## config.mk

```make
export PLATFORM = sky130hd
export DESIGN_NAME = id_accept_filter
export DESIGN_NICKNAME = d
export VERILOG_FILES = /design/src/rtl/idf_pkg.sv /design/src/rtl/idf_ctrl.sv /design/src/rtl/idf_slot_cmp.sv /design/src/rtl/idf_datapath.sv /design/src/rtl/id_accept_filter.sv
export SDC_FILE = /design/constraint.sdc
export NUM_CORES = 1
export LEC_CHECK = 0
export CAP_MARGIN = 20
export CORE_UTILIZATION = 30
export DETAILED_ROUTE_END_ITERATION = 16
export SYNTH_ARGS = -nofsm -noshare
export SYNTH_HDL_FRONTEND = slang
export SYNTH_SLANG_ARGS = --single-unit
```

## constraint.sdc

```tcl
create_clock -name clk -period 1.7 [get_ports clk]
set_input_delay 0.34 -clock clk [delete_from_list [all_inputs] [get_ports clk]]
set_output_delay 0.34 -clock clk [all_outputs]
set_load 0.02 [all_outputs]
```

## src/rtl/idf_pkg.sv

```systemverilog
package idf_pkg;

  typedef enum logic [1:0] {
    SEL_ID   = 2'd0,
    SEL_MASK = 2'd1,
    SEL_CFG  = 2'd2,
    SEL_NONE = 2'd3
  } wrSel_e;

  // strobes from control to datapath
  typedef struct packed {
    logic eval;
    logic wrId;
    logic wrMask;
    logic wrCfg;
  } idfStrobe_t;

endpackage

```

## src/rtl/idf_ctrl.sv

```systemverilog
module idf_ctrl
  import idf_pkg::*;
#(
  parameter int NUM_SLOTS = 8,
  parameter int SLOT_W    = $clog2(NUM_SLOTS)
) (
  input  logic              clk,
  input  logic              rstN,
  input  logic              idValid,
  input  logic              wrEn,
  input  logic [1:0]        wrSel,
  input  logic [SLOT_W-1:0] wrSlot,
  output idfStrobe_t        strb
);

  logic   slotOk;
  wrSel_e selField;

  assign selField = wrSel_e'(wrSel);
  assign slotOk   = {1'b0, wrSlot} < (SLOT_W+1)'(NUM_SLOTS);

  always_comb begin
    strb        = '0;
    strb.eval   = idValid;
    if (wrEn && slotOk) begin
      unique case (selField)
        SEL_ID:   strb.wrId   = 1'b1;
        SEL_MASK: strb.wrMask = 1'b1;
        SEL_CFG:  strb.wrCfg  = 1'b1;
        default:  ;
      endcase
    end
  end

  // at most one field write strobe per cycle, none without wrEn
  assert_one_field_R10: assert property (@(posedge clk) disable iff (!rstN)
    $onehot0({strb.wrId, strb.wrMask, strb.wrCfg}));
  assert_no_stray_write_R10: assert property (@(posedge clk) disable iff (!rstN)
    !wrEn |-> !(strb.wrId || strb.wrMask || strb.wrCfg));

endmodule

```

## src/rtl/idf_slot_cmp.sv

```systemverilog
module idf_slot_cmp #(
  parameter int ID_W     = 29,
  parameter int STD_ID_W = 11
) (
  input  logic [ID_W-1:0] rxId,
  input  logic            rxIde,
  input  logic [ID_W-1:0] cfgId,
  input  logic [ID_W-1:0] cfgMask,
  input  logic            cfgEn,
  input  logic            cfgIde,
  output logic            match
);

  localparam int UPPER_W = ID_W - STD_ID_W;

  logic [ID_W-1:0] fmtMask;
  logic [ID_W-1:0] diffBits;

  // standard frames only look at the low identifier bits
  assign fmtMask  = rxIde ? {ID_W{1'b1}} : {{UPPER_W{1'b0}}, {STD_ID_W{1'b1}}};
  assign diffBits = (rxId ^ cfgId) & cfgMask & fmtMask;
  assign match    = cfgEn && (cfgIde == rxIde) && (diffBits == '0);

endmodule

```

## src/rtl/idf_datapath.sv

```systemverilog
module idf_datapath
  import idf_pkg::*;
#(
  parameter int NUM_SLOTS = 8,
  parameter int ID_W      = 29,
  parameter int STD_ID_W  = 11,
  parameter int SLOT_W    = $clog2(NUM_SLOTS)
) (
  input  logic              clk,
  input  logic              rstN,
  input  idfStrobe_t        strb,
  input  logic [SLOT_W-1:0] wrSlot,
  input  logic [ID_W-1:0]   wrData,
  input  logic [ID_W-1:0]   rxId,
  input  logic              rxIde,
  output logic              resultValid,
  output logic              hit,
  output logic [SLOT_W-1:0] bufIdx
);

  logic [ID_W-1:0]      slotId   [NUM_SLOTS];
  logic [ID_W-1:0]      slotMask [NUM_SLOTS];
  logic [NUM_SLOTS-1:0] slotEn;
  logic [NUM_SLOTS-1:0] slotIde;
  logic [NUM_SLOTS-1:0] matchVec;
  logic                 anyHit;
  logic [SLOT_W-1:0]    winIdx;

  for (genvar g = 0; g < NUM_SLOTS; g++) begin : gSlot
    logic selMe;
    assign selMe = (wrSlot == SLOT_W'(g));

    always_ff @(posedge clk or negedge rstN) begin
      if (!rstN) begin
        slotId[g]   <= '0;
        slotMask[g] <= '0;
        slotEn[g]   <= 1'b0;
        slotIde[g]  <= 1'b0;
      end else if (selMe) begin
        if (strb.wrId)   slotId[g]   <= wrData;
        if (strb.wrMask) slotMask[g] <= wrData;
        if (strb.wrCfg) begin
          slotEn[g]  <= wrData[0];
          slotIde[g] <= wrData[1];
        end
      end
    end

    idf_slot_cmp #(.ID_W(ID_W), .STD_ID_W(STD_ID_W)) u_cmp (
      .rxId   (rxId),
      .rxIde  (rxIde),
      .cfgId  (slotId[g]),
      .cfgMask(slotMask[g]),
      .cfgEn  (slotEn[g]),
      .cfgIde (slotIde[g]),
      .match  (matchVec[g])
    );
  end

  // lowest index has priority
  always_comb begin
    anyHit = 1'b0;
    winIdx = '0;
    for (int i = NUM_SLOTS - 1; i >= 0; i--) begin
      if (matchVec[i]) begin
        anyHit = 1'b1;
        winIdx = SLOT_W'(i);
      end
    end
  end

  always_ff @(posedge clk or negedge rstN) begin
    if (!rstN) begin
      resultValid <= 1'b0;
      hit         <= 1'b0;
      bufIdx      <= '0;
    end else begin
      resultValid <= strb.eval;
      if (strb.eval) begin
        hit    <= anyHit;
        bufIdx <= winIdx;
      end
    end
  end

  assert_result_follows_R2: assert property (@(posedge clk) disable iff (!rstN)
    strb.eval |=> resultValid);
  assert_no_spurious_result_R2: assert property (@(posedge clk) disable iff (!rstN)
    !strb.eval |=> !resultValid);
  assert_hit_slot_enabled_R6: assert property (@(posedge clk) disable iff (!rstN)
    (resultValid && hit) |-> |(($past(slotEn) >> bufIdx) & NUM_SLOTS'(1)));
  assert_lowest_wins_R7: assert property (@(posedge clk) disable iff (!rstN)
    (resultValid && hit) |->
      (($past(matchVec) & ((NUM_SLOTS'(1) << bufIdx) - NUM_SLOTS'(1))) == '0));
  assert_miss_index_zero_R8: assert property (@(posedge clk) disable iff (!rstN)
    (resultValid && !hit) |-> (bufIdx == '0));
  assert_hold_outputs_R11: assert property (@(posedge clk) disable iff (!rstN)
    !resultValid |-> ($stable(hit) && $stable(bufIdx)));

endmodule

```

## src/rtl/id_accept_filter.sv

```systemverilog
module id_accept_filter
  import idf_pkg::*;
#(
  parameter int NUM_SLOTS = 8,
  parameter int ID_W      = 29,
  parameter int STD_ID_W  = 11,
  localparam int SLOT_W   = $clog2(NUM_SLOTS)
) (
  input  logic              clk,
  input  logic              rstN,
  input  logic              idValid,
  input  logic [ID_W-1:0]   rxId,
  input  logic              rxIde,
  input  logic              wrEn,
  input  logic [1:0]        wrSel,
  input  logic [SLOT_W-1:0] wrSlot,
  input  logic [ID_W-1:0]   wrData,
  output logic              resultValid,
  output logic              hit,
  output logic [SLOT_W-1:0] bufIdx
);

  idfStrobe_t strb;

  idf_ctrl #(.NUM_SLOTS(NUM_SLOTS), .SLOT_W(SLOT_W)) u_ctrl (
    .clk    (clk),
    .rstN   (rstN),
    .idValid(idValid),
    .wrEn   (wrEn),
    .wrSel  (wrSel),
    .wrSlot (wrSlot),
    .strb   (strb)
  );

  idf_datapath #(
    .NUM_SLOTS(NUM_SLOTS),
    .ID_W     (ID_W),
    .STD_ID_W (STD_ID_W),
    .SLOT_W   (SLOT_W)
  ) u_dp (
    .clk        (clk),
    .rstN       (rstN),
    .strb       (strb),
    .wrSlot     (wrSlot),
    .wrData     (wrData),
    .rxId       (rxId),
    .rxIde      (rxIde),
    .resultValid(resultValid),
    .hit        (hit),
    .bufIdx     (bufIdx)
  );

endmodule

```

---- Word level (Yosys, flattened, before mapping) ----
Cells that the tools add are included.
storage, ports and cells
  flip-flop bits (word level) ............. 485
  input bits .............................. 68
  output and inout port bits .............. 5
  logic and storage cells ................. 147
cells by class
  equal/unequal tests ..................... 17
  muxes and demuxes ....................... 21
  bitwise operators ....................... 24
  reduce and logical (&&, ||, !) cells .... 50
operators with widths
  kind                                                             count
  29-bit bitwise AND                                               16
  29-bit logical NOT                                               8
  29-bit XOR                                                       8
  2-bit AND reduction                                              24
  29-bit 2-to-1 mux                                                1
  3-bit 2-to-1 mux                                                 9
  1-bit logical AND                                                16
  3-bit == test, second input constant                             4
  1-bit 2-to-1 mux                                                 11
  1-bit == test                                                    8
  3-bit by 2-bit == test with 1-bit output, second input constant  2
  3-bit by 1-bit == test with 1-bit output, second input constant  1
  3-bit logical NOT                                                1
  2-bit by 1-bit == test with 1-bit output, second input constant  1
  2-bit == test, second input constant                             1
  2-bit logical NOT                                                1

---- Logic depth before layout (Yosys ltp) ----
  word-level depth ........................ 13
  mapped depth ............................ 9
  depth with buffers taken out ............ 8

---- Cells and area by module ----
From an unflattened synthesis, not the netlist that was laid out.
unflattened totals
  cells, all modules ...................... 1,508
  area total of the unflattened synthesis .. 21,972.3 sq um
by module, submodules not included
  module        times used  cells each  area an instance (sq um)  sequential area each (sq um)
  idf_datapath  1           1,104       18,451.4                  12,136.6
  idf_slot_cmp  8           50          435.4                     0.0
  idf_ctrl      1           4           37.5                      0.0

---- Least setup slack after synthesis ----
No wires, ideal clock.
  path kind ............................... input -> register
  from .................................... in rxId[16]
  to ...................................... reg u_dp.bufIdx[0]
  library setup time ...................... 0.120 ns
  arrival time ............................ 1.705 ns
  data required time ...................... 1.580 ns
  slack ................................... -0.125 ns
  stages on the path ...................... 9
  path buffers ............................ 1
  cell sequence ........................... buf_2 xor2_1 a22oi_1 nand2_1 o41ai_1 nand4_1 inv_1 a21boi_1 a31o_1
on the way
  word-level cells in the longest chain between the ends .. 13
  elaborated cells between the ends (all ways) .. 48
  those cells by class .................... mux: 8; bitwise: 24; reduce/logical: 16
RTL lines
  item                              line                    source
  start: declaration                id_accept_filter.sv:12  input logic [ID_W-1:0] rxId,
  29-bit XOR                        idf_slot_cmp.sv:21      assign diffBits = (rxId ^ cfgId) & cfgMask & fmtMask;
  29-bit bitwise AND (2 in series)  idf_slot_cmp.sv:21
  29-bit logical NOT                idf_slot_cmp.sv:22      assign match = cfgEn && (cfgIde == rxIde) && (diffBits == '0);
  1-bit logical AND                 idf_slot_cmp.sv:22
  3-bit 2-to-1 mux (7 in series)    idf_datapath.sv:65      if (matchVec[i]) begin
  3-bit 2-to-1 mux (*)              idf_datapath.sv:65
  end signal: assignment            idf_datapath.sv:81      bufIdx <= winIdx;
  end: declaration                  idf_datapath.sv:18      output logic [SLOT_W-1:0] bufIdx
Mark *: on every way between the ends. The rest lies on a longest branch, timed or not.
A chain may end at the register's enable or synchronous reset.

---- Worst setup path in the final report ----
  from .................................... in rxId[26]
  to ...................................... reg u_dp.hit
on the way
  word-level cells in the longest chain between the ends .. 13
  elaborated cells between the ends (all ways) .. 48
  those cells by class .................... mux: 8; bitwise: 24; reduce/logical: 16
RTL lines
  item                              line                source
  29-bit XOR                        idf_slot_cmp.sv:21
  29-bit bitwise AND (2 in series)  idf_slot_cmp.sv:21
  29-bit logical NOT                idf_slot_cmp.sv:22
  1-bit logical AND                 idf_slot_cmp.sv:22
  1-bit 2-to-1 mux (7 in series)    idf_datapath.sv:65
  1-bit 2-to-1 mux (*)              idf_datapath.sv:65
  end signal: assignment            idf_datapath.sv:80  hit <= anyHit;
  end: declaration                  idf_datapath.sv:17  output logic hit,
Marked as above.

==> metrics.md <==
| Metric | Value |
|---|---|
| Run status | `complete, but fails checks` |
| Failing checks | `negative setup slack` |
| Crit path DAT | `roughly 2.7 ns` |
| Chip Width | `271 um` |
| RSZ-0062 raised after global routing | `yes` |
| Post-synthesis sequential area ratio | `0.557` |
| Dpl cell area | `25,200 um2` |
| Post-synth EDFFs | `0` |
| Die Area | `73,700 um2` |
| Synthesized area per cell | `14.1 um2` |
| Final Non-Filler Cells | `2,733` |
| Overflow after GRT | `0` |
| Slew Viols, Final | `0` |
| H-tree lvl count | `2` |
| #FFs+latches synth | `485` |
| Final period utilization | `1.27` |
| VDD IR max | `roughly 0.72 mV` |
| Post-synth top area cell | `dfrtp_1` |
| Leak | `12.5 nW` |
| Synth top cells by count | `dfrtp_1, mux2_2, xor2_1` |
| FF-to-FF path depth | `8` |
| Clock latency on the worst-skew pair | `0.59 ns` |
| Design area | `27,000 um2` |
| Largest net degree at the start of global routing | `94` |
| Final-stage net count | `1,817` |
| Worst Hold Class | `in -> async` |
| DP HPWL | `41.4 mm` |
| Clock buffer count from CTS | `49` |
| FP Rows | `about 100` |
| Share of post-route cells with drive strength above 1 | `0.423` |
| Origin of the critical flop-to-flop path | `u_dp.slotId[172]` |
| CTS Buffer Depth | `3` |
| Avg Vias per Cell | `4.84` |
| Post-layout min period | `2.17 ns` |
| Ys flop type | `dfrtp_1` |
| Worst Setup Path Type | `in -> reg` |
| WL final | `59.8 mm` |
| Placed cell count | `~2,600` |
| Fmax | `462 MHz` |
| Post-synthesis async set-or-reset flop share | `1.00` |
| Avg WL per Cell | `between 20 and 25 um` |
| Worst Skew | `0.0210 ns` |
| DR iter-0 viols | `roughly 760` |
| Vias in the first global route | `~14,000` |
| Syn Inst Count | `1,542` |
| Synth top area share | `0.557` |
| Layout area overhead | `24.2%` |
| Most instantiated library cell after synthesis | `dfrtp_1` |
| Worst-path fanout max | `3` |
| Initial Utilization | `0.304` |
| Reg-to-reg endpoint | `u_dp.bufIdx[0]` |
| Synth cell types | `40` |
| Gp weighted congestion | `0.811` |
| Worst-path clk slew | `~0.060 ns` |
| Total power | `32.3 mW` |
| Num Clock Sinks | `485` |
| Syn Std Cell Area | `21,800 um2` |
| Hold violation count in the final report | `0` |
| DRC violations left | `0` |
| Crit. End Element | `flop` |
| Final setup margin | `-0.466 ns` |
| Total power divided by cell area | `around 1200 nW/um2` |
| Buffers on Ports | `72` |
| Root Driver | `clkbuf_16` |
| I/O pin cnt | `73` |
| Crit path required time | `roughly 2.2 ns` |
| Fill cells | `about 6,800` |
| Die height | `approximately 270 um` |
| R2R setup slack | `-0.46 ns` |
| Final setup viols | `4` |
| Vias | `between 10,000 and 15,000` |
| Yosys warns | `0` |
| Rel. slew slack | `0.607` |
| Initial antenna violation count | `2` |
| Post-synthesis net count | `1,610` |
| Total GRT Usage | `0.164` |
| Core area | `71,600 um2` |
| Worst slew pin tran | `0.587 ns` |
| CTS tree | `done` |
| Detail Route Antenna Nets | `0` |
| Startpoint types | `input port` |
| First-pass GRT wire length | `91.4 mm` |
| 1st-pass router iterations | `5` |
| Largest cells by area after synthesis | `dfrtp_1, mux2_2, xor2_1` |
| Max-cap violations | `0` |
## cell type report
cell class,count,area [um2],share of cell area
sequential,485,12100,0.449
multi-input combinational,944,9310,0.344
timing repair buffer,266,2830,0.105
clock buffer,79,1500,0.0555
tap,950,1190,0.0439
clock inverter,5,56.3,0.00208
inverter,3,11.3,0.000416
antenna,1,2.50,0.0000925
## flip-flops by register name, indices dropped and copies added (netlist names)
| signal | flops |
|---|---|
| u_dp.bufIdx | 3 |
| u_dp.hit | 1 |
| u_dp.resultValid | 1 |
| u_dp.slotEn | 8 |
| u_dp.slotId | 232 |
| u_dp.slotIde | 8 |
| u_dp.slotMask | 232 |
## layout by cell type (no fill, tap or decap), drive strengths merged, types with 6 or more instances in the layout
cell type	synthesis	final
buf	60	197
nand2	39	39
a221oi	26	26
dlymetal6s2s	0	6
a22oi	67	67
clkbuf	50	79
dfrtp	485	485
clkdlybuf4s50	0	57
nand3	16	16
nor2	14	14
a22o	19	19
mux2	480	480
xnor2	8	8
xor2	232	232
nand4	13	13
## kinds of logic (layout without fill, tap and decap cells)
kind of cell | after synthesis | after routing | synth area share
flip-flops | 485 | 485 | 0.557
multiplexers | 480 | 480 | 0.248
XOR/XNOR | 240 | 240 | 0.0965
AO/OA/AOI/OAI | 128 | 128 | 0.0499
buffers and inverters | 113 | 353 | 0.0264
AND/OR/NAND/NOR | 96 | 96 | 0.0219
other | 0 | 1 | 0
## how the worst max path moves through the flow
stage                      from              to
3_3_place_gp           rxId[19]  u_dp.bufIdx[1]
2_1_floorplan          rxId[19]  u_dp.bufIdx[0]
3_5_place_dp           rxId[25]        u_dp.hit
5_1_grt        u_dp.slotId[170]  u_dp.bufIdx[1]
4_1_cts        u_dp.slotId[170]  u_dp.bufIdx[0]
6_report               rxId[26]        u_dp.hit
## per-layer routing
metal  wire, um  GRT usage
met5         13          0
met4       1310     0.0423
met3       1840     0.0213
met2      29600      0.280
met1      27000      0.218
## power by group
part / total [mW] / internal (mW) / switching (mW)
logic: 6.47 / 3.49 / 2.98
registers: 15.2 / 13.8 / 1.39
clock network: 10.6 / 6.14 / 4.46
## through the flow
step,setup TNS [ns],worst slack [ns],hold WS [ns],utilization
CTS,-1.82,-0.447,0.193,0.376
detailed placement,-259.91,-1.31,0.239,0.352
floorplan,-0.0666,-0.0619,0.0444,-
global placement,-241.24,-1.36,0.235,0.352
global route,-2.06,-0.520,0.211,0.378
finish,-1.80,-0.466,0.210,0.378
## timing repair
item	CTS	global route
pin swaps	16	15
hold buffers	1	0
endpoints found under the setup margin	118	42
gates resized for setup	36	25
cloned	1	0
buffers inserted	1	2
endpoints found under the hold margin	158	0
## worst max-delay path, cell delays in order
cell and delay, ns:
clkdlybuf4s50_1 0.50, buf_4 0.19, xor2_1 0.16, a22oi_2 0.24, nand4_1 0.21, o31ai_4 0.40, a41oi_2 0.20, buf_4 0.18
nand4_1 0.11, o32a_1 0.15
No activity file was read; power rests on OpenSTA's default activity.
